--- src/rtl/mhs_pkg.sv ---
package mhs_pkg;

    typedef enum logic [1:0] {
        SEQ_IDLE,
        SEQ_COLLECT,
        SEQ_BREAK,
        SEQ_READY
    } seq_state_e;

    typedef enum logic [1:0] {
        RX_IDLE,
        RX_START,
        RX_DATA,
        RX_STOP
    } rx_state_e;

endpackage

--- src/rtl/mhs_bit_rx.sv ---
module mhs_bit_rx
    import mhs_pkg::*;
#(
    parameter int BIT_CYCLES = 256
) (
    input  logic       clk,
    input  logic       rst_n,
    input  logic       en_i,
    input  logic       rxd_i,
    output logic       vld_o,
    output logic [7:0] data_o,
    output logic       frame_ok_o
);
    localparam int CW   = $clog2(BIT_CYCLES);
    localparam int HALF = BIT_CYCLES / 2;

    rx_state_e      st_q;
    logic [CW-1:0]  cnt_q;
    logic [2:0]     bit_q;
    logic [1:0]     sync_q;
    logic           line;

    // two-flop synchronizer, idle high
    always_ff @(posedge clk) begin
        if (!rst_n) sync_q <= 2'b11;
        else        sync_q <= {sync_q[0], rxd_i};
    end
    assign line = sync_q[1];

    always_ff @(posedge clk) begin
        if (!rst_n) begin
            st_q       <= RX_IDLE;
            cnt_q      <= '0;
            bit_q      <= '0;
            data_o     <= '0;
            frame_ok_o <= 1'b0;
            vld_o      <= 1'b0;
        end else if (!en_i) begin
            st_q  <= RX_IDLE;
            vld_o <= 1'b0;
        end else begin
            vld_o <= 1'b0;
            unique case (st_q)
                RX_IDLE: begin
                    if (!line) begin
                        st_q  <= RX_START;
                        cnt_q <= '0;
                    end
                end
                RX_START: begin
                    if (cnt_q == CW'(HALF - 1)) begin
                        cnt_q <= '0;
                        bit_q <= '0;
                        st_q  <= line ? RX_IDLE : RX_DATA;
                    end else begin
                        cnt_q <= cnt_q + 1'b1;
                    end
                end
                RX_DATA: begin
                    if (cnt_q == CW'(BIT_CYCLES - 1)) begin
                        cnt_q  <= '0;
                        data_o <= {line, data_o[7:1]};
                        bit_q  <= bit_q + 1'b1;
                        if (bit_q == 3'd7) st_q <= RX_STOP;
                    end else begin
                        cnt_q <= cnt_q + 1'b1;
                    end
                end
                RX_STOP: begin
                    if (cnt_q == CW'(BIT_CYCLES - 1)) begin
                        cnt_q      <= '0;
                        frame_ok_o <= line;
                        vld_o      <= 1'b1;
                        st_q       <= RX_IDLE;
                    end else begin
                        cnt_q <= cnt_q + 1'b1;
                    end
                end
            endcase
        end
    end
endmodule

--- src/rtl/mhs_break_tx.sv ---
module mhs_break_tx #(
    parameter int BIT_CYCLES = 256,
    parameter int BREAK_BITS = 10
) (
    input  logic clk,
    input  logic rst_n,
    input  logic go_i,
    output logic txd_o,
    output logic done_o
);
    localparam int TOTAL = BIT_CYCLES * BREAK_BITS;
    localparam int CW    = $clog2(TOTAL);

    logic          busy_q;
    logic [CW-1:0] cnt_q;

    assign done_o = busy_q && (cnt_q == CW'(TOTAL - 1));
    assign txd_o  = !busy_q;

    always_ff @(posedge clk) begin
        if (!rst_n) begin
            busy_q <= 1'b0;
            cnt_q  <= '0;
        end else if (go_i) begin
            busy_q <= 1'b1;
            cnt_q  <= '0;
        end else if (done_o) begin
            busy_q <= 1'b0;
            cnt_q  <= '0;
        end else if (busy_q) begin
            cnt_q <= cnt_q + 1'b1;
        end
    end
endmodule

--- src/rtl/mon_handshake_seq.sv ---
module mon_handshake_seq
    import mhs_pkg::*;
#(
    parameter int BIT_CYCLES = 256,
    parameter int NUM_BYTES  = 8,
    parameter int BREAK_BITS = 10
) (
    input  logic                   clk,
    input  logic                   rst_n,
    input  logic                   start_i,
    input  logic                   rxd_i,
    input  logic [NUM_BYTES*8-1:0] key_i,
    output logic                   txd_o,
    output logic                   sec_pass_o,
    output logic                   cmd_ready_o
);
    localparam int IDXW = $clog2(NUM_BYTES);
    localparam int BASW = $clog2(NUM_BYTES * 8);

    seq_state_e     state_q, state_d;
    logic [IDXW-1:0] idx_q;
    logic            all_ok_q;
    logic            pass_q;
    logic            rx_vld, rx_frame_ok;
    logic [7:0]      rx_data;
    logic            brk_go, brk_done, brk_txd;
    logic            last_byte, byte_ok;
    logic [BASW-1:0] key_base;

    mhs_bit_rx #(.BIT_CYCLES(BIT_CYCLES)) u_rx (
        .clk        (clk),
        .rst_n      (rst_n),
        .en_i       (state_q == SEQ_COLLECT),
        .rxd_i      (rxd_i),
        .vld_o      (rx_vld),
        .data_o     (rx_data),
        .frame_ok_o (rx_frame_ok)
    );

    mhs_break_tx #(.BIT_CYCLES(BIT_CYCLES), .BREAK_BITS(BREAK_BITS)) u_brk (
        .clk    (clk),
        .rst_n  (rst_n),
        .go_i   (brk_go),
        .txd_o  (brk_txd),
        .done_o (brk_done)
    );

    assign key_base  = BASW'({idx_q, 3'b000});
    assign byte_ok   = rx_frame_ok && (rx_data == key_i[key_base +: 8]);
    assign last_byte = (idx_q == IDXW'(NUM_BYTES - 1));
    assign brk_go    = (state_q == SEQ_COLLECT) && rx_vld && last_byte;

    // next-state logic
    always_comb begin
        state_d = state_q;
        unique case (state_q)
            SEQ_IDLE:    if (start_i)  state_d = SEQ_COLLECT;
            SEQ_COLLECT: if (brk_go)   state_d = SEQ_BREAK;
            SEQ_BREAK:   if (brk_done) state_d = SEQ_READY;
            SEQ_READY:   state_d = SEQ_READY;
        endcase
    end

    // state register and byte bookkeeping
    always_ff @(posedge clk) begin
        if (!rst_n) begin
            state_q  <= SEQ_IDLE;
            idx_q    <= '0;
            all_ok_q <= 1'b0;
            pass_q   <= 1'b0;
        end else begin
            state_q <= state_d;
            if (state_q == SEQ_IDLE && start_i) begin
                idx_q    <= '0;
                all_ok_q <= 1'b1;
            end else if (state_q == SEQ_COLLECT && rx_vld) begin
                idx_q    <= idx_q + 1'b1;
                all_ok_q <= all_ok_q & byte_ok;
                if (last_byte) pass_q <= all_ok_q & byte_ok;
            end
        end
    end

    // outputs
    always_comb begin
        txd_o       = brk_txd;
        cmd_ready_o = (state_q == SEQ_READY);
        sec_pass_o  = pass_q;
    end
endmodule

--- config.mk ---
export PLATFORM = sky130hd
export DESIGN_NAME = mon_handshake_seq
export DESIGN_NICKNAME = d
export VERILOG_FILES = /design/src/rtl/mhs_pkg.sv /design/src/rtl/mhs_bit_rx.sv /design/src/rtl/mhs_break_tx.sv /design/src/rtl/mon_handshake_seq.sv
export SDC_FILE = /design/constraint.sdc
export NUM_CORES = 1
export LEC_CHECK = 0
export ABC_AREA = 1
export BUFFER_PORTS_ARGS = -buffer_cell sky130_fd_sc_hd__buf_2
export CORE_ASPECT_RATIO = 1.2
export CORE_MARGIN = 5
export CORE_UTILIZATION = 40
export CTS_CLUSTER_SIZE = 20
export DETAILED_ROUTE_END_ITERATION = 16
export PLACE_DENSITY_LB_ADDON = 0.25
export SLEW_MARGIN = 40
export SYNTH_ARGS = -nofsm -noshare
export SYNTH_HDL_FRONTEND = slang
export SYNTH_HIERARCHICAL = 1
export SYNTH_SLANG_ARGS = --single-unit
export TNS_END_PERCENT = 50
--- constraint.sdc ---
create_clock -name clk -period 2.65 [get_ports clk]
set_input_delay 0.265 -clock clk [delete_from_list [all_inputs] [get_ports clk]]
set_output_delay 0.265 -clock clk [all_outputs]
set_load 0.01 [all_outputs]
=== Word-level counts from Yosys, hierarchy flattened ===
Cells that the tools add are included.

* Register bits after elaboration: 45
* Word-level logic and storage cells: 87
* Output and inout port bits: 3
* Input bits: 68

* Bitwise logic cells: 3
* Reductions and logical operators: 23
* Shift operators: 1
* Equal/unequal tests: 20
* Muxes and demuxes: 23
* Add/sub/neg operators: 4

{| class="wikitable"
|+ Operator list
! kind !! count
|-
| $shiftx A64 B7 Y8 || 1
|-
| $mux W8 || 3
|-
| $pmux W8 S3 || 1
|-
| $mux W2 || 9
|-
| $pmux W2 S4 || 2
|-
| $reduce_and A3 Y1 || 5
|-
| $add A12 B1 Y12 const B || 1
|-
| $eq A12 B12 Y1 const B || 1
|-
| $add A8 B1 Y8 const B || 1
|-
| $eq A2 B2 Y1 const B || 4
|-
| $eq A8 B7 Y1 const B || 1
|-
| $eq A8 B8 Y1 || 1
|-
| $eq A8 B8 Y1 const B || 1
|-
| $ne A2 B1 Y1 const B || 4
|-
| $ne A2 B2 Y1 const B || 4
|-
| $add A3 B1 Y3 const B || 2
|-
| $eq A3 B3 Y1 const B || 2
|-
| $mux W3 || 2
|-
| $pmux W3 S2 || 1
|-
| $reduce_bool A2 Y1 || 3
|-
| $logic_and A1 B1 Y1 || 5
|-
| $mux W1 || 5
|-
| $reduce_and A5 Y1 || 1
|-
| $eq A2 B1 Y1 const B || 2
|-
| other kinds (8) || 12
|}

=== Depth between registers and ports, before layout ===
* Word-level depth: 6
* Depth in mapped cells: 14
* Gate-level depth less buffers: 13

=== Modules after synthesis ===
Netlist, hierarchy kept.

{| class="wikitable"
|+ By module, submodules not included
! module !! times used !! cells an instance !! area an instance (um^2) !! seq. area each (um^2)
|-
| mon_handshake_seq || 1 || 245 || 1228.7 || 140.1
|-
| mhs_bit_rx || 1 || 178 || 1226.2 || 500.5
|-
| mhs_break_tx || 1 || 98 || 678.2 || 260.2
|}

=== Least setup slack after synthesis ===
OpenSTA, ideal clock, no wires.

* Path kind: reg-to-reg
* From: register state_q[0]
* To: register u_brk.cnt_q[4]
* Period minus slack after synthesis: 1480 ps
* Setup slack: 1170 ps
* Setup time: 115 ps
* Data required time: 2535 ps
* Cell stages (with the launch flop): 9
* Buffers on the path: 1
* Arrival: 1365 ps
* Cell sequence: dfxtp_1 > inv_1 > nor2_1 > nand3_1 > inv_1 > nor2_1 > nand2_2 > buf_6 > nor2_1

* Word-level cells in the longest chain between the ends: 4

{| class="wikitable"
|+ RTL lines
! what !! line !! RTL
|-
| from (decl) || mon_handshake_seq.sv:20 || <nowiki>seq_state_e state_q, state_d;</nowiki>
|-
| from (signal assigned) || mon_handshake_seq.sv:72 || <nowiki>state_q <= state_d;</nowiki>
|-
| $eq A2 B1 Y1 || mon_handshake_seq.sv:51 || <nowiki>assign brk_go = (state_q == SEQ_COLLECT) && rx_vld && last_byte;</nowiki>
|-
| $logic_and A1 B1 Y1 (2 in series) || mon_handshake_seq.sv:51 ||
|-
| via brk_go || mon_handshake_seq.sv:26 || <nowiki>logic brk_go, brk_done, brk_txd;</nowiki>
|-
| $reduce_or A3 Y1 (no line) || n/a ||
|-
| to (signal assigned) || mhs_break_tx.sv:31 || <nowiki>cnt_q <= cnt_q + 1'b1;</nowiki>
|-
| to (decl) || mhs_break_tx.sv:15 || <nowiki>logic [CW-1:0] cnt_q;</nowiki>
|}

The timed path passes the listed nets, and every way through them passes these cells.
A chain may end at the register's enable or synchronous reset.

=== Final worst setup path ===
* From: register idx_q[2]
* To: register pass_q (netlist: sec_pass_o)

* Word-level cells in the longest chain between the ends: 4
* Elaborated cells between the ends (all ways): 6
* Those cells by class: eq/ne: 2; shift: 1; bitwise: 1; reduce/logical: 2

{| class="wikitable"
|+ RTL lines
! what !! line !! RTL
|-
| from (decl) || mon_handshake_seq.sv:21 || <nowiki>logic [IDXW-1:0] idx_q;</nowiki>
|-
| from (signal assigned) || mon_handshake_seq.sv:77 || <nowiki>idx_q <= idx_q + 1'b1;</nowiki>
|-
| $shiftx A64 B7 Y8 || mon_handshake_seq.sv:49 || <nowiki>assign byte_ok = rx_frame_ok && (rx_data == key_i[key_base +: 8]);</nowiki>
|-
| $eq A8 B8 Y1 || mon_handshake_seq.sv:49 ||
|-
| $logic_and A1 B1 Y1 || mon_handshake_seq.sv:49 ||
|-
| $and A1 B1 Y1 || mon_handshake_seq.sv:79 || <nowiki>if (last_byte) pass_q <= all_ok_q & byte_ok;</nowiki>
|-
| to (signal assigned) || mon_handshake_seq.sv:79 ||
|-
| to (decl) || mon_handshake_seq.sv:23 || <nowiki>logic pass_q;</nowiki>
|}

Several ways; a longest one is shown, not always the timed one.

==> metrics.txt <==
# TYPE chip_impl_metric gauge
chip_impl_info{name="layout_commonest_cell",value="sky130_fd_sc_hd__nand2_1"} 1
chip_impl_metric{name="power.share.switching",unit=""} 0.2300
chip_impl_metric{name="global_route_usage_over_all_layers",unit=""} 0.1488
chip_impl_metric{name="fin_total_pwr",unit="mW"} 1.272
chip_impl_metric{name="cts.sinks",unit=""} 45
chip_impl_metric{name="die_area",unit="um^2"} 9710
chip_impl_metric{name="p_switching",unit="uW"} 292.4
chip_impl_metric{name="antenna-diode-count",unit=""} 0
chip_impl_metric{name="antenna_violations_before_repair",unit=""} 0
chip_impl_metric{name="fin_hold_ws",unit="ps"} 160.9
chip_impl_metric{name="layout.core_utilization",unit=""} 0.4643
chip_impl_metric{name="hold_viol",unit=""} 0
chip_impl_metric{name="layout_cells_sized_above_1",unit=""} 0.1846
chip_impl_metric{name="count_of_cells_resized_by_post_cts_repair",unit=""} 0
chip_impl_metric{name="ys_async_sr_fraction",unit=""} 0
chip_impl_metric{name="synth.yosys.seq_area_share",unit=""} 0.2875
chip_impl_metric{name="power_frac_seq",unit=""} 0.538
chip_impl_metric{name="worst-path-buf-inv",unit=""} 1
chip_impl_metric{name="maxCapViolations",unit=""} 0
chip_impl_metric{name="critPathRequiredTime",unit="ps"} 2870
chip_impl_metric{name="postSynthCellCount",unit=""} 521
chip_impl_metric{name="dpl_cell_area",unit="um^2"} 3457
chip_impl_metric{name="wirelength",unit="um"} 7167
chip_impl_info{name="cts_tree",value="yes"} 1
chip_impl_metric{name="per_cell_routed_wire_length",unit="um"} 10.59
chip_impl_metric{name="finalWeightedCongestion",unit=""} 0.8109
chip_impl_metric{name="worst_slew_margin_rel",unit=""} 0.5871
chip_impl_metric{name="worstMarginPinSlew",unit="ps"} 617.1
chip_impl_metric{name="net_count_final",unit=""} 658
chip_impl_metric{name="ys.warnings.count",unit=""} 6
chip_impl_info{name="endpoint_kind",value="flop"} 1
chip_impl_metric{name="grt_pass1_vias",unit=""} 2951
chip_impl_metric{name="io-pin-count",unit=""} 71
chip_impl_metric{name="cts_post_setup_buffers_inserted",unit=""} 0
chip_impl_metric{name="postSynthNetCount",unit=""} 595
chip_impl_metric{name="cp_slowest_stage_delay",unit="ps"} 550
chip_impl_metric{name="power_per_cell_area",unit="nW/um^2"} 357.3
chip_impl_metric{name="final_antenna_net_count",unit=""} 0
chip_impl_info{name="netlist.top_cell.by_area",value="sky130_fd_sc_hd__dfxtp_1"} 1
chip_impl_info{name="cpMaxStageDelayCell",value="sky130_fd_sc_hd__dfxtp_1"} 1
chip_impl_metric{name="placementRows",unit=""} 35
chip_impl_metric{name="grt.overflow.total",unit=""} 0
chip_impl_metric{name="skew",unit="ps"} 4.752
chip_impl_metric{name="place_hpwl",unit="um"} 5554
chip_impl_metric{name="max_freq",unit="GHz"} 0.5166
chip_impl_info{name="path_delay_family",value="simple AND/OR/NAND/NOR gates"} 1
chip_impl_info{name="clock_tree.root_cell",value="sky130_fd_sc_hd__clkbuf_8"} 1
chip_impl_metric{name="final_max_slew_viol_count",unit=""} 0
chip_impl_metric{name="drt_via_density",unit=""} 4.614
chip_impl_info{name="setup_repair_after_global_routing_missed_its_margin",value="no"} 1
chip_impl_info{name="start_kind",value="flop"} 1
chip_impl_metric{name="avgSynthCellArea",unit="um^2"} 6.013
chip_impl_metric{name="internal_power",unit="uW"} 979.1
chip_impl_info{name="status",value="finished, final reports clean"} 1
chip_impl_metric{name="layout.cells.non_filler",unit=""} 677
chip_impl_metric{name="grt_first_pass_wirelength",unit="um"} 12520
chip_impl_metric{name="postCtsHoldBufs",unit=""} 0
chip_impl_metric{name="placeableCoreArea",unit="um^2"} 7664
chip_impl_metric{name="post-place-cells",unit=""} 669
chip_impl_metric{name="finalSetupViolations",unit=""} 0
chip_impl_metric{name="finalSetupTns",unit="ps"} 0
chip_impl_metric{name="clk_pin_slew",unit="ps"} 80
chip_impl_info{name="worstHoldPathType",value="input pin to flop"} 1
chip_impl_metric{name="final_cell_area",unit="um^2"} 3558
chip_impl_info{name="yosys-top-cells-area",value="sky130_fd_sc_hd__dfxtp_1 29%, sky130_fd_sc_hd__nand2_1 16%, sky130_fd_sc_hd__inv_1 10%"} 1
chip_impl_info{name="critical_path_class",value="flop to flop"} 1
chip_impl_metric{name="mappedNetlistArea",unit="um^2"} 3133
chip_impl_metric{name="cts_max_path_buffers",unit=""} 2
chip_impl_metric{name="ys_ff_latch",unit=""} 45
chip_impl_metric{name="initial_core_util",unit=""} 0.4088
chip_impl_metric{name="comb_power_share",unit=""} 0.102
chip_impl_metric{name="dp_slack",unit="ps"} 643.0
chip_impl_metric{name="peakVddDrop",unit="mV"} 0.2964
chip_impl_metric{name="clock_tree.htree_level_count",unit=""} 2
chip_impl_metric{name="power_leakage",unit="nW"} 1.865
chip_impl_metric{name="layout-area-overhead-vs-synth",unit="%"} 13.58
chip_impl_metric{name="detailedRoute.firstPassIterationCount",unit=""} 5
chip_impl_metric{name="post-route-worst-setup-slack",unit="ps"} 714.1
chip_impl_metric{name="edff_count_synth",unit=""} 0
chip_impl_metric{name="post-route-period-util",unit=""} 0.7305
chip_impl_metric{name="netlist.area_leader.share",unit=""} 0.2875
chip_impl_metric{name="vias",unit=""} 3124
chip_impl_info{name="synthFlopType",value="sky130_fd_sc_hd__dfxtp_1"} 1
chip_impl_metric{name="grt_max_degree",unit=""} 35
chip_impl_metric{name="critical_path_arrival",unit="ps"} 2160
chip_impl_metric{name="pwr-share-clk",unit=""} 0.360
chip_impl_metric{name="drtIter0Drc",unit=""} 137
chip_impl_metric{name="finalWorstPathRequiredPeriod",unit="ps"} 1936
chip_impl_metric{name="dieWidth",unit="um"} 90.79
chip_impl_metric{name="worst_skew_pair.late_latency",unit="ps"} 290
chip_impl_metric{name="total_clock_buffers_created_by_cts",unit=""} 5
chip_impl_metric{name="post_synth_num_cell_types",unit=""} 32
chip_impl_metric{name="worst-path-max-fanout",unit=""} 10
chip_impl_info{name="cp_cell_sequence",value="clkinv_1, nand3_1, nand2_1, nand2_1, nand2_1, nor2_1, nand3_1, nor2_1, nand3_1, a21oi_1"} 1
chip_impl_metric{name="die-height",unit="um"} 107.0
chip_impl_info{name="layout_common_cells",value="137 x sky130_fd_sc_hd__nand2_1, 84 x sky130_fd_sc_hd__inv_1, 83 x sky130_fd_sc_hd__nor2_1"} 1
chip_impl_metric{name="placement.io_buffers",unit=""} 70
chip_impl_metric{name="number_of_drc_violations_after_detailed_routing",unit=""} 0
power by group through the flow:
| stage | registers [mW] | clock network (mW) | logic, mW |
|---|---|---|---|
| 5_1_grt | 0.685 | 0.506 | 0.150 |
| 2_1_floorplan | 0.699 | 0 | 0.0699 |
| 3_3_place_gp | 0.700 | 0 | 0.130 |
| 6_report | 0.684 | 0.458 | 0.130 |
| 3_5_place_dp | 0.700 | 0 | 0.130 |
| 4_1_cts | 0.684 | 0.471 | 0.131 |
cells by family after synthesis:
group,share of synthesized area
and+or+nand+nor,0.4433
buffers and inverters,0.1609
DFF,0.2875
AOI/OAI and AO/OA,0.07308
adders and majority gates,0.02396
xor gates and xnor gates,0.01118
flip-flops by register name, summed over array words and instances, names as in the netlist, named ones only:
register / flops
u_brk/cnt_q: 12
u_rx/cnt_q: 8
u_rx/data_o: 8
idx_q: 3
u_rx/bit_q: 3
state_q: 2
u_rx/sync_q: 2
all_ok_q: 1
sec_pass_o: 1
u_brk/busy_q: 1
u_rx/frame_ok_o: 1
u_rx/st_q: 1
u_rx/vld_o: 1
metal layers:
layer | routed length (um) | vias to the layer above | global-route usage
met5 | 0 | - | 0
met2 | 3250 | 84 | 0.2612
met3 | 546 | 4 | 0.04632
li1 | - | 1730 | -
met4 | 60 | 0 | 0.03249
met1 | 3310 | 1306 | 0.1780
synthesized netlist by cell type, types with 6 or more instances:
cell type / instances
sky130_fd_sc_hd__ha_1: 6
sky130_fd_sc_hd__nand2_1: 137
sky130_fd_sc_hd__dfxtp_1: 45
sky130_fd_sc_hd__o21ai_0: 14
sky130_fd_sc_hd__inv_1: 84
sky130_fd_sc_hd__nand3b_1: 6
sky130_fd_sc_hd__buf_6: 11
sky130_fd_sc_hd__nand3_1: 57
sky130_fd_sc_hd__a21oi_1: 18
sky130_fd_sc_hd__nor2_1: 83
sky130_fd_sc_hd__nand2_2: 8
path summary, 6_finish.rpt:
kind	endpoint	depth (start not counted)	slack, ps	start
setup / recovery	sec_pass_o$_SDFFE_PN0P_	10	710	idx_q[2]$_SDFFE_PP0P_
hold / removal	u_rx/sync_q[0]$_SDFF_PN1_	2	160	rxd_i
setup reg to reg	sec_pass_o$_SDFFE_PN0P_	10	710	idx_q[2]$_SDFFE_PP0P_
hold reg to reg	u_rx/sync_q[1]$_SDFF_PN1_	1	420	u_rx/sync_q[0]$_SDFF_PN1_
area by class of cell:
cell class,instances,area (um^2)
Clock buffer,7,96.34
Clock inverter,1,5.005
Fill cell,820,4105
Inverter,92,347.8
Multi-Input combinational cell,368,1728
Sequential cell,45,900.9
Tap cell,92,115.1
Timing Repair Buffer,72,365.4
(Power assumes the default switching activity.)
